$ cat src/rtl/irctl_pkg.sv
package irctl_pkg;
    localparam int BIT_FILL  = 31;
    localparam int BIT_HDR   = 30;
    localparam int BIT_CME   = 29;
    localparam int BIT_MULTI = 28;
    localparam int BIT_DUAL  = 27;
    localparam int BIT_RUN   = 15;
    localparam int BIT_ACT   = 10;
    localparam int CM_HI     = 26;
    localparam int CM_LO     = 12;

    typedef struct packed {
        logic fill;
        logic hdr;
        logic cme;
        logic multi;
        logic dual;
        logic run;
    } ctx_mode_t;

    typedef enum logic [1:0] {
        ST_IDLE,
        ST_ARMED,
        ST_START,
        ST_RUNNING
    } ctx_state_t;
endpackage

$ cat src/rtl/irctl_ctx_reg.sv
module irctl_ctx_reg
    import irctl_pkg::*;
(
    input  logic        clk,
    input  logic        rst_n,
    input  logic        set_we,
    input  logic        clr_we,
    input  logic [31:0] wdata,
    input  logic        hw_clr_cme,
    input  logic        active,
    output ctx_mode_t   mode
);
    ctx_mode_t nxt;
    logic      locked;
    logic      unused_wdata;

    assign unused_wdata = ^{wdata[26:16], wdata[14:0]};
    assign locked = mode.run | active;

    always_comb begin
        nxt = mode;
        if (set_we) begin
            if (!locked) begin
                nxt.fill  = mode.fill  | wdata[BIT_FILL];
                nxt.hdr   = mode.hdr   | wdata[BIT_HDR];
                nxt.cme   = mode.cme   | wdata[BIT_CME];
                nxt.multi = mode.multi | wdata[BIT_MULTI];
                nxt.dual  = mode.dual  | wdata[BIT_DUAL];
            end
            nxt.run = mode.run | wdata[BIT_RUN];
        end
        if (clr_we) begin
            if (!locked) begin
                nxt.fill  = nxt.fill  & ~wdata[BIT_FILL];
                nxt.hdr   = nxt.hdr   & ~wdata[BIT_HDR];
                nxt.cme   = nxt.cme   & ~wdata[BIT_CME];
                nxt.multi = nxt.multi & ~wdata[BIT_MULTI];
                nxt.dual  = nxt.dual  & ~wdata[BIT_DUAL];
            end
            nxt.run = nxt.run & ~wdata[BIT_RUN];
        end
        if (hw_clr_cme) begin
            nxt.cme = 1'b0;
        end
    end

    always_ff @(posedge clk or negedge rst_n) begin
        if (!rst_n) begin
            mode <= '0;
        end else begin
            mode <= nxt;
        end
    end

    // mode bits other than the hardware-cleared one hold while locked
    a_r6_mode_lock: assert property (@(posedge clk) disable iff (!rst_n)
        (mode.run || active) |=> ($stable(mode.fill) && $stable(mode.hdr) &&
                                  $stable(mode.multi) && $stable(mode.dual)));
endmodule

$ cat src/rtl/irctl_ctx_fsm.sv
module irctl_ctx_fsm
    import irctl_pkg::*;
(
    input  logic clk,
    input  logic rst_n,
    input  logic run,
    input  logic cme,
    input  logic cyc_hit,
    output logic start,
    output logic active,
    output logic hw_clr_cme
);
    ctx_state_t state, state_nxt;

    always_ff @(posedge clk or negedge rst_n) begin
        if (!rst_n) begin
            state <= ST_IDLE;
        end else begin
            state <= state_nxt;
        end
    end

    always_comb begin
        state_nxt = state;
        unique case (state)
            ST_IDLE: begin
                if (run) begin
                    state_nxt = (cme && !cyc_hit) ? ST_ARMED : ST_START;
                end
            end
            ST_ARMED: begin
                if (!run) begin
                    state_nxt = ST_IDLE;
                end else if (cyc_hit) begin
                    state_nxt = ST_START;
                end
            end
            ST_START: begin
                state_nxt = run ? ST_RUNNING : ST_IDLE;
            end
            ST_RUNNING: begin
                if (!run) begin
                    state_nxt = ST_IDLE;
                end
            end
            default: state_nxt = ST_IDLE;
        endcase
    end

    always_comb begin
        start      = (state == ST_START);
        active     = (state == ST_START) || (state == ST_RUNNING);
        hw_clr_cme = (state_nxt == ST_START) && (state != ST_START);
    end

    // the start pulse never lasts two cycles
    a_r3_single_pulse: assert property (@(posedge clk) disable iff (!rst_n)
        start |=> !start);
    // cycle-match start is already clear while the pulse is out
    a_r5_cme_cleared: assert property (@(posedge clk) disable iff (!rst_n)
        start |-> !cme);
    // no start while armed without a cycle match
    a_r4_no_early_start: assert property (@(posedge clk) disable iff (!rst_n)
        (state == ST_ARMED && !cyc_hit) |=> !start);
    // a cleared run bit drops active on the next cycle
    a_r7_stop_drops_active: assert property (@(posedge clk) disable iff (!rst_n)
        !run |=> !active);
endmodule

$ cat src/rtl/irctl_chan_filter.sv
module irctl_chan_filter #(
    parameter int CHAN_W = 6,
    localparam int MASK_W = 1 << CHAN_W
) (
    input  logic              run,
    input  logic              multi,
    input  logic [CHAN_W-1:0] match_chan,
    input  logic [CHAN_W-1:0] rx_chan,
    input  logic [MASK_W-1:0] chan_mask,
    output logic              accept
);
    always_comb begin
        if (!run) begin
            accept = 1'b0;
        end else if (multi) begin
            accept = chan_mask[rx_chan];
        end else begin
            accept = (rx_chan == match_chan);
        end
    end
endmodule

$ cat src/rtl/irctl_bank.sv
module irctl_bank
    import irctl_pkg::*;
#(
    parameter int NCTX   = 8,
    parameter int ADDR_W = 12,
    parameter int BASE   = 'h400,
    parameter int STRIDE = 32,
    parameter int CHAN_W = 6,
    localparam int IDX_W  = $clog2(NCTX),
    localparam int OFF_W  = $clog2(STRIDE),
    localparam int SPAN   = NCTX * STRIDE,
    localparam int MASK_W = 1 << CHAN_W,
    localparam int CM_W   = CM_HI - CM_LO + 1
) (
    input  logic                clk,
    input  logic                rst_n,
    input  logic [ADDR_W-1:0]   bus_addr,
    input  logic [31:0]         bus_wdata,
    input  logic                bus_we,
    output logic [31:0]         bus_rdata,
    input  logic [31:0]         cycle_time,
    input  logic [NCTX*32-1:0]  ctx_match,
    input  logic [CHAN_W-1:0]   rx_chan,
    input  logic [MASK_W-1:0]   chan_mask,
    output logic [NCTX-1:0]     mode_fill,
    output logic [NCTX-1:0]     mode_hdr,
    output logic [NCTX-1:0]     mode_cme,
    output logic [NCTX-1:0]     mode_multi,
    output logic [NCTX-1:0]     mode_dual,
    output logic [NCTX-1:0]     ctx_run,
    output logic [NCTX-1:0]     ctx_active,
    output logic [NCTX-1:0]     run_start,
    output logic [NCTX-1:0]     chan_accept,
    output logic [NCTX-1:0]     cfg_err,
    output logic                multi_conflict
);
    logic [ADDR_W-1:0] rel;
    logic              in_win, is_set, is_clr;
    logic [IDX_W-1:0]  idx;
    logic [31:0]       ctx_word [NCTX];
    logic              unused_time;

    assign unused_time = ^{cycle_time[31:CM_HI+1], cycle_time[CM_LO-1:0], rel};

    always_comb begin
        rel    = bus_addr - ADDR_W'(BASE);
        in_win = (int'(bus_addr) >= BASE) && (int'(bus_addr) < BASE + SPAN);
        idx    = rel[OFF_W +: IDX_W];
        is_set = in_win && (rel[OFF_W-1:0] == OFF_W'(0));
        is_clr = in_win && (rel[OFF_W-1:0] == OFF_W'(4));
    end

    for (genvar g = 0; g < NCTX; g++) begin : g_ctx
        ctx_mode_t mode;
        logic      set_we, clr_we, hw_clr, act, start, hit, acc;
        logic      unused_match;

        assign unused_match = ^{ctx_match[g*32+31 -: 31-CM_HI],
                                ctx_match[g*32+CM_LO-1 : g*32+CHAN_W]};
        assign set_we = bus_we && is_set && (idx == IDX_W'(g));
        assign clr_we = bus_we && is_clr && (idx == IDX_W'(g));
        assign hit    = (cycle_time[CM_HI:CM_LO] == ctx_match[g*32+CM_HI -: CM_W]);

        irctl_ctx_reg u_reg (
            .clk        (clk),
            .rst_n      (rst_n),
            .set_we     (set_we),
            .clr_we     (clr_we),
            .wdata      (bus_wdata),
            .hw_clr_cme (hw_clr),
            .active     (act),
            .mode       (mode)
        );

        irctl_ctx_fsm u_fsm (
            .clk        (clk),
            .rst_n      (rst_n),
            .run        (mode.run),
            .cme        (mode.cme),
            .cyc_hit    (hit),
            .start      (start),
            .active     (act),
            .hw_clr_cme (hw_clr)
        );

        irctl_chan_filter #(.CHAN_W(CHAN_W)) u_filt (
            .run        (mode.run),
            .multi      (mode.multi),
            .match_chan (ctx_match[g*32 +: CHAN_W]),
            .rx_chan    (rx_chan),
            .chan_mask  (chan_mask),
            .accept     (acc)
        );

        always_comb begin
            ctx_word[g]            = '0;
            ctx_word[g][BIT_FILL]  = mode.fill;
            ctx_word[g][BIT_HDR]   = mode.hdr;
            ctx_word[g][BIT_CME]   = mode.cme;
            ctx_word[g][BIT_MULTI] = mode.multi;
            ctx_word[g][BIT_DUAL]  = mode.dual;
            ctx_word[g][BIT_RUN]   = mode.run;
            ctx_word[g][BIT_ACT]   = act;
        end

        assign mode_fill[g]   = mode.fill;
        assign mode_hdr[g]    = mode.hdr;
        assign mode_cme[g]    = mode.cme;
        assign mode_multi[g]  = mode.multi;
        assign mode_dual[g]   = mode.dual;
        assign ctx_run[g]     = mode.run;
        assign ctx_active[g]  = act;
        assign run_start[g]   = start;
        assign chan_accept[g] = acc;
        assign cfg_err[g]     = (mode.multi && !mode.fill) ||
                                (mode.dual && (mode.multi || mode.fill));

        // a context only accepts packets while its run bit is set
        a_r11_accept_needs_run: assert property (@(posedge clk) disable iff (!rst_n)
            chan_accept[g] |-> ctx_run[g]);
        // the start pulse and the active flag rise together
        a_r3_start_with_active: assert property (@(posedge clk) disable iff (!rst_n)
            run_start[g] |-> ctx_active[g]);
    end

    assign bus_rdata      = (is_set || is_clr) ? ctx_word[idx] : '0;
    assign multi_conflict = ($countones(mode_multi) > 1);

    // the reserved field never reads back as one
    a_r2_reserved_zero: assert property (@(posedge clk) disable iff (!rst_n)
        bus_rdata[26:16] == 11'd0);
endmodule

$ cat config.mk
export PLATFORM = sky130hd
export DESIGN_NAME = irctl_bank
export DESIGN_NICKNAME = d
export VERILOG_FILES = /design/src/rtl/irctl_pkg.sv /design/src/rtl/irctl_ctx_reg.sv /design/src/rtl/irctl_ctx_fsm.sv /design/src/rtl/irctl_chan_filter.sv /design/src/rtl/irctl_bank.sv
export SDC_FILE = /design/constraint.sdc
export NUM_CORES = 1
export LEC_CHECK = 0
export BUFFER_PORTS_ARGS = -buffer_cell sky130_fd_sc_hd__clkbuf_2
export CORE_AREA = 2 2 204 206
export DETAILED_ROUTE_END_ITERATION = 12
export DIE_AREA = 0 0 206 208
export PLACE_DENSITY = 0.52
export SLEW_MARGIN = 40
export SYNTH_ARGS = -nofsm -noshare
export SYNTH_HDL_FRONTEND = slang
export SYNTH_SLANG_ARGS = --single-unit
export TNS_END_PERCENT = 5
$ cat constraint.sdc
create_clock -name clk -period 3.2 [get_ports clk]
set_clock_uncertainty 0.2 [all_clocks]
set_input_delay 0 -clock clk [delete_from_list [all_inputs] [get_ports clk]]
set_output_delay 0 -clock clk [all_outputs]
set_load 0.01 [all_outputs]
==> results.ini, run 1 <==
[outcome]
outcome=completed

[layout]
fin_nets=1484
areaGrowthSynthToFinish_pct=38.4
final_util_pct=23.1
fill_cells=4515
drive_gt1_share_pct=41.8

[worst_setup_path]
regToRegSetupSlack_ps=1190
start_kind=flip-flop
crit_fanout=2
rr_endpoint=g_ctx[6].u_reg.mode[3]
cp_slowest_stage_delay_ps=500
worstPathArrival_ps=2900
crit_chain=ha_1, fa_1, fa_1, ha_2, inv_2, fa_1, nand3b_1, buf_6
cp-end-kind=primary output
crit_slowest_cell=fa_1
path_common_cell=fa_1
worstSetupPathType=flip-flop to primary output
ff2ff_path_depth=4
cp.required_ps=3000

[route]
wirelength_mm=30.4
drt_iter0_drc=389
final_antenna_net_count=0
num_vias=6691
dr.pass1.iters=5
wl_per_cell_um=18.9
route.detailed.drc=0
vias_per_cell=4.16

[floorplanning]
die_h_um=208
die_x_um=206
initial_core_util_pct=16.7
rows=74
pin_count=518
core_um2=40600
fp.dieArea_um2=42800

[global_route]
grt_usage_pct=13.5
grt_antenna_before_repair=2
grt_max_degree=38
overflow=0
grt_pass1_vias=6594
grt_pass1_wl_mm=42.2

[min_path]
hold_start=ctx_match[46]
min-delay-path-class=primary input to flip-flop
whs_endpoint=g_ctx[1].u_fsm.state[1]
hold_depth=5

[power]
netSwitchingFraction_pct=28.8
max-vdd-ir-drop_v=0.000230
leakage_nw=4.42
p_int_mw=1.91
clkPwrFrac_pct=44.3
pwr-share-comb_pct=25.2
p_seq_share_pct=30.4
power_density_nw_per_um2=287
p_total_mw=2.69
switchingPower_uw=776

[clocking]
clock-sinks=64
clock_latency_ps=340
cts.reportedPaths.clkPinSlew_ps=70
cts_made_buffers=9
tritoncts=built
cts-root-buf=clkbuf_16
htreeDepth=3
clk_path_buf_depth=2

[synth]
ys_async_sr_fraction_pct=100
synthTopCellsByArea=dfrtp_1 24%, xor2_1 12%, xnor2_1 9.7%, buf_4 8.2%, mux4_2 7.0%
postSynthAreaPerCell_um2=9.01
netlist_instances=752
synth_most_common_cell=xor2_1
yosysWarnings=0
yosysTopAreaCell=dfrtp_1
synth_edf_count=0
seq_area_frac_synth_pct=23.6
syn-cell-area_um2=6770
yosys_register_bits=64
ys.flop_type=dfrtp_1
ys_types=54
synth_top_area_share_pct=23.6
synthTopCellsByCount=93 x xor2_1, 75 x xnor2_1, 74 x buf_4

[timing]
finalCritPeriodShare_pct=97.0
fin_crit_ps=3100
fmax_ghz=0.322
hold_violations=0
fin_ws_ps=96.7
rsz0062_at_grt=yes
holdWs_ps=8.98
worst_pin_slew_ps=672
maxSlewHeadroom_pct=55.2
fin_setup_tns_ps=0
timing_max_transition_violations_final=0
setup_violations=0

[job]
drv_cap=0

[placed_design]
dp_hpwl_mm=25.6
pre_cts_ws_ps=341
gp_congestion=0.822
port_buffers=361

==> kinds of logic after synthesis <==
kind of cell             share of synthesized area, %
AO/OA/AOI/OAI                                    11.8
XOR/XNOR                                         21.7
adder cells (fa/ha/maj)                          2.29
buffers and inverters                            12.5
flip-flops                                       23.6
multiplexers                                     12.0
other                                          0.0554
AND/OR/NAND/NOR                                  15.9
==> metal layers <==
metal | up-vias | wire length, um | GRT usage (%)
met4 | 0 | 414 | 2.88
met5 | - | 0 | 0
li1 | 3151 | - | -
met3 | 22 | 2010 | 2.49
met2 | 303 | 14500 | 22.8
met1 | 3215 | 13500 | 17.7
==> metrics by stage <==
step                      instances  instance area [um2]
after detailed placement       1564                 8740
after global routing           1608                 9370
after global placement         1564                 8740
after floorplan                 776                 6860
final                          1608                 9370
after CTS                      1605                 9350
==> cells in the final DEF (no fill, tap or decap), types with 7 or more instances in the layout <==
cell	n
a21oi_1	49
mux2i_1	21
xor2_1	93
clkbuf_16	9
xnor2_1	75
nor2b_1	13
nor3_1	8
o21ai_0	19
buf_4	20
mux2_2	7
nand2_1	47
nor4_1	19
inv_1	18
nand4_1	19
nand3_1	9
nor2_1	43
mux4_2	21
a21boi_0	7
conb_1	25
clkbuf_2	359
dlygate4sd3_1	25
dfrtp_1	64
a21o_1	11
==> power groups by stage <==
stage	logic [mW]	registers [mW]	clock network, mW
final	0.678	0.818	1.19
after global routing	0.738	0.818	1.27
after CTS	0.684	0.818	1.23
after detailed placement	0.657	0.833	0
after global placement	0.649	0.833	0
after floorplan	0.377	0.831	0
==> what timing repair did <==
action / in CTS / in global routing
endpoints found under the setup margin: 1 / 1
resized for setup: 0 / 7
endpoints found under the hold margin: 112 / 0
setup buffers: 0 / 1
hold buffers: 25 / 0
pin swaps: 3 / 4
==> critical path: cells and delay by family (launching register included) <==
family	cells	cell delay [ps]
fa+ha+maj	5	1840
simple gates	1	140
flops	1	390
buf+inv	2	190
==> cell type report <==
class	count	area [um2]	share of cell area, %
Sequential cell	64	1600	17.1
Inverter	20	75.1	0.801
Antenna cell	2	5.00	0.0534
Clock buffer	9	225	2.40
Multi-Input combinational cell	566	4420	47.1
Clock inverter	7	128	1.36
Tap cell	532	666	7.10
Timing Repair Buffer	408	2250	24.0
==> how the worst max path moves through the flow <==
stage | startpoint | to | depth (start not counted)
after global routing | g_ctx[2].u_reg.mode[2] | multi_conflict | 8
final | g_ctx[6].u_reg.mode[2] | multi_conflict | 8
after CTS | g_ctx[4].u_reg.mode[2] | multi_conflict | 8
after detailed placement | g_ctx[6].u_reg.mode[2] | multi_conflict | 8
after floorplan | g_ctx[6].u_reg.mode[2] | multi_conflict | 7
after global placement | g_ctx[6].u_reg.mode[2] | multi_conflict | 10
Note: power is estimated with default switching activity, not from simulation.
==> run 2, diff against run 1 <==
==> constraint.sdc (replaced) <==
create_clock -name clk -period 3.3 [get_ports clk]
set_clock_uncertainty 0.2 [all_clocks]
set_input_delay 0 -clock clk [delete_from_list [all_inputs] [get_ports clk]]
set_output_delay 0 -clock clk [all_outputs]
set_load 0.01 [all_outputs]
==> run 2 against run 1 <==
Sequential share of layout area hardly changed; global-route usage increased by 0.24 points; sequential power decreased by 2.9%; first-iteration DRC count rose by 8.0%; non-clock buffer count increased by 5; flip-flop and latch count is the same; utilization barely moved; combinational power fell by 3.5%; clock power about the same; critical endpoint unchanged.
==> results.ini, run 2 (synthesized netlist as in run 1, its figures left out) <==
[outcome]
outcome=completed  ; unchanged

[layout]
multi_input_area_um2=4410  ; was 4420 um2
final_util_pct=23.1  ; about the same
stdcell_area_um2=9390  ; was 9370 um2
final_common_cell=clkbuf_2  ; unchanged
areaGrowthSynthToFinish_pct=38.6  ; was 38.4%
final_cell_mix=359 x clkbuf_2, 93 x xor2_1, 75 x xnor2_1  ; unchanged
fin_nets=1489  ; was 1484
fill_cells=4482  ; was 4515
seqCellArea_um2=1600  ; about the same
drive_gt1_share_pct=41.3  ; was 41.8%

[worst_setup_path]
cp.required_ps=3100  ; was 3000 ps
start_kind=flip-flop  ; unchanged
critPathBufInv=2  ; unchanged
critPathTopFamily=adder cells  ; unchanged
path_common_cell=fa_1  ; unchanged
crit_fanout=2  ; unchanged
crit_chain=ha_1, fa_1, fa_1, ha_1, inv_1, fa_1, nand3b_1, buf_2  ; was ha_1, fa_1, fa_1, ha_2, inv_2, fa_1, nand3b_1, buf_6
crit_slowest_cell=fa_1  ; unchanged
cp_slowest_stage_delay_ps=570  ; was 500 ps
worstSetupPathType=flip-flop to primary output  ; unchanged
worstPathArrival_ps=2990  ; was 2900 ps
ff2ff_path_depth=4  ; unchanged
cp-end-kind=primary output  ; unchanged
crit_cells=8  ; unchanged

[global_route]
grt_max_degree=65  ; was 38
grt_pass1_wl_mm=42.9  ; was 42.2 mm
grt_pass1_vias=6798  ; was 6594
overflow=0  ; unchanged
grt_usage_pct=13.7  ; was 13.5%
grt_antenna_before_repair=2  ; unchanged

[timing]
hold_violations=0  ; unchanged
fin_crit_ps=3190
rsz0062_at_grt=no  ; was yes
fmax_ghz=0.313
maxSlewHeadroom_pct=55.8  ; was 55.2%
worst_pin_slew_ps=656  ; was 672 ps
fin_setup_tns_ps=0  ; unchanged
timing_max_transition_violations_final=0  ; unchanged
setup_violations=0  ; unchanged
finalCritPeriodShare_pct=96.8

[power]
max-vdd-ir-drop_v=0.000220  ; was 0.000230 V
power_density_nw_per_um2=278  ; was 287 nW/um2
leakage_nw=4.45  ; was 4.42 nW

[placed_design]
gp_congestion=0.801  ; was 0.822
dp_hpwl_mm=25.4  ; was 25.6 mm
placed_cell_area_um2=8710  ; was 8740 um2
port_buffers=361  ; unchanged

[clocking]
tritoncts=built  ; unchanged
clock-sinks=64  ; unchanged
cts.reportedPaths.clkPinSlew_ps=70  ; about the same
clk_path_buf_depth=2  ; unchanged
clock_latency_ps=340  ; about the same
cts-root-buf=clkbuf_16  ; unchanged
cts_made_buffers=9  ; unchanged
htreeDepth=3  ; unchanged

[floorplanning]
die_x_um=206  ; unchanged
rows=74  ; unchanged
initial_core_util_pct=16.7  ; unchanged
core_um2=40600  ; unchanged
pin_count=518  ; unchanged
fp.dieArea_um2=42800  ; unchanged
die_h_um=208  ; unchanged

[route]
dr.pass1.iters=5  ; unchanged
drt_iter0_drc=420  ; was 389
wl_per_cell_um=18.8  ; was 18.9 um
wirelength_mm=30.3  ; was 30.4 mm
route.detailed.drc=0  ; unchanged
num_vias=6735  ; was 6691
vias_per_cell=4.18  ; was 4.16
final_antenna_net_count=0  ; unchanged

[min_path]
min-delay-path-class=primary input to flip-flop  ; unchanged
hold_depth=5  ; unchanged

[job]
drv_cap=0  ; unchanged

## run 2: worst reg2reg max path: cells and delay by family (launching register included)
kind            cells  cell delay (ps)
flops               1              560
compound gates      3              520
simple gates        1              670
## run 2: timing repair
action | in CTS | in global routing
hold endpoints to repair | 113 | 0
setup buffers | 1 | 1
hold buffers | 31 | 0
gates resized for setup | 1 | 2
setup endpoints to repair | 1 | 1
## run 2: worst paths after layout
kind	start	end	slack, ps
min in group asynchronous	rst_n	g_ctx[3].u_reg.mode[1]	70
worst max-delay path	g_ctx[6].u_reg.mode[2]	multi_conflict	110
worst min register to register	g_ctx[7].u_reg.mode[4]	g_ctx[7].u_reg.mode[4]	320
worst min-delay path	ctx_match[142]	g_ctx[4].u_fsm.state[1]	20
max in group asynchronous	rst_n	g_ctx[5].u_reg.mode[3]	2330
worst max register to register	flip-flop	g_ctx[6].u_reg.mode[3]	1270
## run 2: power by group
group          switching [mW]  internal [mW]  leakage (nW)
logic                   0.337          0.317          3.40
clock network           0.411          0.748         0.171
registers             0.00597          0.788         0.878
## run 2: cell type report
class	count	share of cell area (%)
well taps	532	7.09
inverters	20	0.800
multi-input cells	566	47.0
flip-flops and latches	64	17.1
clock inverters	7	1.33
diodes	1	0.0267
repair buffers	413	24.3
clock buffers	9	2.40
## run 2: per-stage QoR
stage | instances | total power [mW] | hold slack, ps | worst slack (ps)
detailed placement | 1562 | 1.44 | -45.7 | 344
finish | 1612 | 2.61 | 15.5 | 105
CTS | 1610 | 2.64 | 10.5 | 0.549
floorplan | 776 | 1.17 | -496 | 684
global placement | 1562 | 1.43 | 53.9 | 373
global route | 1612 | 2.73 | 34.0 | 10.6
## run 2: layer usage
layer  up-vias  GRT usage [%]  part of all wire (%)
met5         -              0                 0.043
met2       318           22.9                    47
li1       3171              -                     -
met1      3221           17.9                    44
met3        23           3.10                   7.6
met4         2           3.08                   1.7
==> run 3, diff against run 2 <==
--- a/config.mk
+++ b/config.mk
@@ -9,9 +9,10 @@
 export CORE_AREA = 2 2 204 206
 export DETAILED_ROUTE_END_ITERATION = 12
 export DIE_AREA = 0 0 206 208
-export PLACE_DENSITY = 0.52
+export PLACE_DENSITY = 0.63
 export SLEW_MARGIN = 40
 export SYNTH_ARGS = -nofsm -noshare
 export SYNTH_HDL_FRONTEND = slang
+export SYNTH_HIERARCHICAL = 1
 export SYNTH_SLANG_ARGS = --single-unit
 export TNS_END_PERCENT = 5
==> run 3 against run 2 <==
Global-route usage is 5.4 points higher; register-to-register slack improved by 410 ps; critical endpoint unchanged; highest routed layer is now met4; synthesized area rose by 61%.
==> results.ini, run 3 <==
[outcome]
outcome=completed  ; unchanged

[placed_design]
placed_cell_area_um2=13000  ; was 8710 um2
gp_congestion=0.821  ; was 0.801
dpl.cell_count=1774  ; was 1562
port_buffers=361  ; unchanged
dp_hpwl_mm=33.2  ; was 25.4 mm

[clocking]
htreeDepth=3  ; unchanged
tritoncts=built  ; unchanged
clk_path_buf_depth=2  ; unchanged
cts-root-buf=clkbuf_16  ; unchanged
cts.reportedPaths.clkPinSlew_ps=60  ; was 70 ps
clock-sinks=64  ; unchanged
clock_latency_ps=340  ; about the same
cts_made_buffers=9  ; unchanged

[global_route]
grt_pass1_vias=9876  ; was 6798
grt_max_degree=59  ; was 65
grt_pass1_wl_mm=61.4  ; was 42.9 mm
overflow=0  ; unchanged
grt_antenna_before_repair=0  ; was 2
grt_usage_pct=19.1  ; was 13.7%

[floorplanning]
pin_count=518  ; unchanged
fp.dieArea_um2=42800  ; unchanged
core_um2=40600  ; unchanged
die_x_um=206  ; unchanged
die_h_um=208  ; unchanged
rows=74  ; unchanged
initial_core_util_pct=26.9  ; was 16.7%

[worst_setup_path]
cp-end-kind=primary output  ; unchanged
worstSetupPathType=flip-flop to primary output  ; unchanged
cp.required_ps=3100  ; about the same
crit_fanout=2  ; unchanged
start_kind=flip-flop  ; unchanged
worstPathArrival_ps=2940  ; was 2990 ps

[layout]
fin_nets=1676  ; was 1489
stdcell_area_um2=13300  ; was 9390 um2
final_common_cell=clkbuf_2  ; unchanged
reg_top3=g_ctx.u_reg/mode (48), g_ctx.u_fsm/state (16)
areaGrowthSynthToFinish_pct=22.1  ; was 38.6%
largest_register_ffs=48
final_cell_mix=355 x clkbuf_2, 136 x xnor2_1, 128 x mux4_2  ; was 359 x clkbuf_2, 93 x xor2_1, 75 x xnor2_1
diodes=0  ; was 1
regMostFlops=g_ctx.u_reg/mode
drive_gt1_share_pct=48.5  ; was 41.3%
stdcell_count=1798  ; was 1612
final_util_pct=32.9  ; was 23.1%

[synth]
seq_area_frac_synth_pct=14.7  ; was 23.6%
postSynthAreaPerCell_um2=11.6  ; was 9.01 um2
synthTopCellsByArea=mux4_2 26%, dfrtp_1 15%, xnor2_1 11%, mux4_1 5.8%, mux2i_1 4.0%  ; was dfrtp_1 24%, xor2_1 12%, xnor2_1 9.7%, buf_4 8.2%, mux4_2 7.0%
ys_types=49  ; was 54
synth_edf_count=0  ; unchanged
synth_most_common_cell=xnor2_1  ; was xor2_1
netlist_instances=945  ; was 752
yosys_register_bits=64  ; unchanged
synthTopCellsByCount=136 x xnor2_1, 128 x mux4_2, 64 x dfrtp_1  ; was 93 x xor2_1, 75 x xnor2_1, 74 x buf_4
ys_async_sr_fraction_pct=100  ; unchanged
ys.flop_type=dfrtp_1  ; unchanged
synth_top_area_share_pct=26.4  ; was 23.6%
yosysTopAreaCell=mux4_2  ; was dfrtp_1
yosysWarnings=6  ; was 0
syn-cell-area_um2=10900  ; was 6770 um2

[timing]
maxSlewHeadroom_pct=45.4  ; was 55.8%
hold_violations=0  ; unchanged
rsz0062_at_grt=no  ; unchanged
fmax_ghz=0.318  ; was 0.313 GHz
fin_crit_ps=3140  ; was 3190 ps
setup_violations=0  ; unchanged
timing_max_transition_violations_final=0  ; unchanged
worst_pin_slew_ps=813  ; was 656 ps
fin_setup_tns_ps=0  ; unchanged
finalCritPeriodShare_pct=95.2  ; was 96.8%

[route]
highest_layer=met4  ; was met5
vias_per_cell=5.43  ; was 4.18
met1_length_mm=15.2  ; was 13.3 mm
wl_met3_mm=3.43  ; was 2.31 mm
wl_per_cell_um=23.4  ; was 18.8 um
wirelength_mm=42.1  ; was 30.3 mm
route.detailed.drc=0  ; unchanged
wl_met2_mm=22.6  ; was 14.3 mm
drt_iter0_drc=823  ; was 420
dr.pass1.iters=5  ; unchanged
final_antenna_net_count=0  ; unchanged
num_vias=9770  ; was 6735

[job]
drv_cap=0  ; unchanged

[min_path]
min-delay-path-class=primary input to asynchronous set/reset pin  ; was primary input to flip-flop

[power]
leakage_nw=5.50  ; was 4.45 nW
max-vdd-ir-drop_v=0.000167  ; was 0.000220 V
power_density_nw_per_um2=222  ; was 278 nW/um2
p_total_mw=2.97  ; was 2.61 mW

run 3: layout make-up:
type	count	area, um2
fill	4118	27200
multi-input combinational	748	8460
timing repair buffer	398	2160
sequential	64	1600
tap	532	666
clock buffer	12	246
inverter	40	150
clock inverter	4	53.8
run 3: logic make-up after synthesis:
kind of cell | count (synthesis) | synth area share [%]
multiplexers | 204 | 37.0
AO/OA/AOI/OAI | 111 | 8.60
AND/OR/NAND/NOR | 230 | 16.0
flip-flops | 64 | 14.7
other | 1 | 0.0343
buffers and inverters | 157 | 8.77
adder cells (fa/ha/maj) | 10 | 1.42
XOR/XNOR | 168 | 13.5
run 3: where the power goes:
part / internal, mW / total [mW] / switching [mW]
registers: 0.788 / 0.794 / 0.00558
clock network: 0.607 / 0.961 / 0.355
logic: 0.613 / 1.21 / 0.599
run 3: per-stage QoR:
| step | worst slack, ps | hold WS (ps) |
|---|---|---|
| global placement | 443 | 36.4 |
| finish | 160 | 33.4 |
| detailed placement | 404 | -144 |
| floorplan | 600 | -496 |
| CTS | 43.2 | 37.9 |
| global route | 15.5 | 63.3 |
run 3: timing repair:
action	CTS	global route
setup buffers	0	0
hold buffers	8	0
hold endpoints to repair	106	0
gates resized for setup	0	2
endpoints found under the setup margin	0	1
run 3: path summary, 6_finish.rpt:
kind,start,end,slack (ps),depth (start not counted)
max,g_ctx[2].u_reg/mode[2],multi_conflict,160,8
min,rst_n,g_ctx[2].u_fsm/state[1],30,2
max reg2reg,g_ctx[6].u_reg/mode[0],g_ctx[6].u_reg/mode[2],1680,2
min reg2reg,g_ctx[4].u_reg/mode[4],g_ctx[4].u_reg/mode[4],380,1
max in group asynchronous,rst_n,g_ctx[4].u_reg/mode[0],2210,3
min in group clk,ctx_match[176],g_ctx[5].u_fsm/state[1],50,6
run 3: critical path, cell delays in order, from the launching register on:
cell and delay, ps:
dfrtp_1 380, ha_1 220, fa_1 510, fa_1 510, ha_2 170, inv_1 40, fa_1 480, nand3b_1 120
buf_2 170
run 3: layer usage:
| metal | global-route usage [%] | vias to the layer above |
|---|---|---|
| met5 | 0 | - |
| met4 | 4.88 | 0 |
| met3 | 3.41 | 43 |
| met2 | 36.2 | 494 |
| met1 | 21.6 | 4912 |
| li1 | - | 4321 |
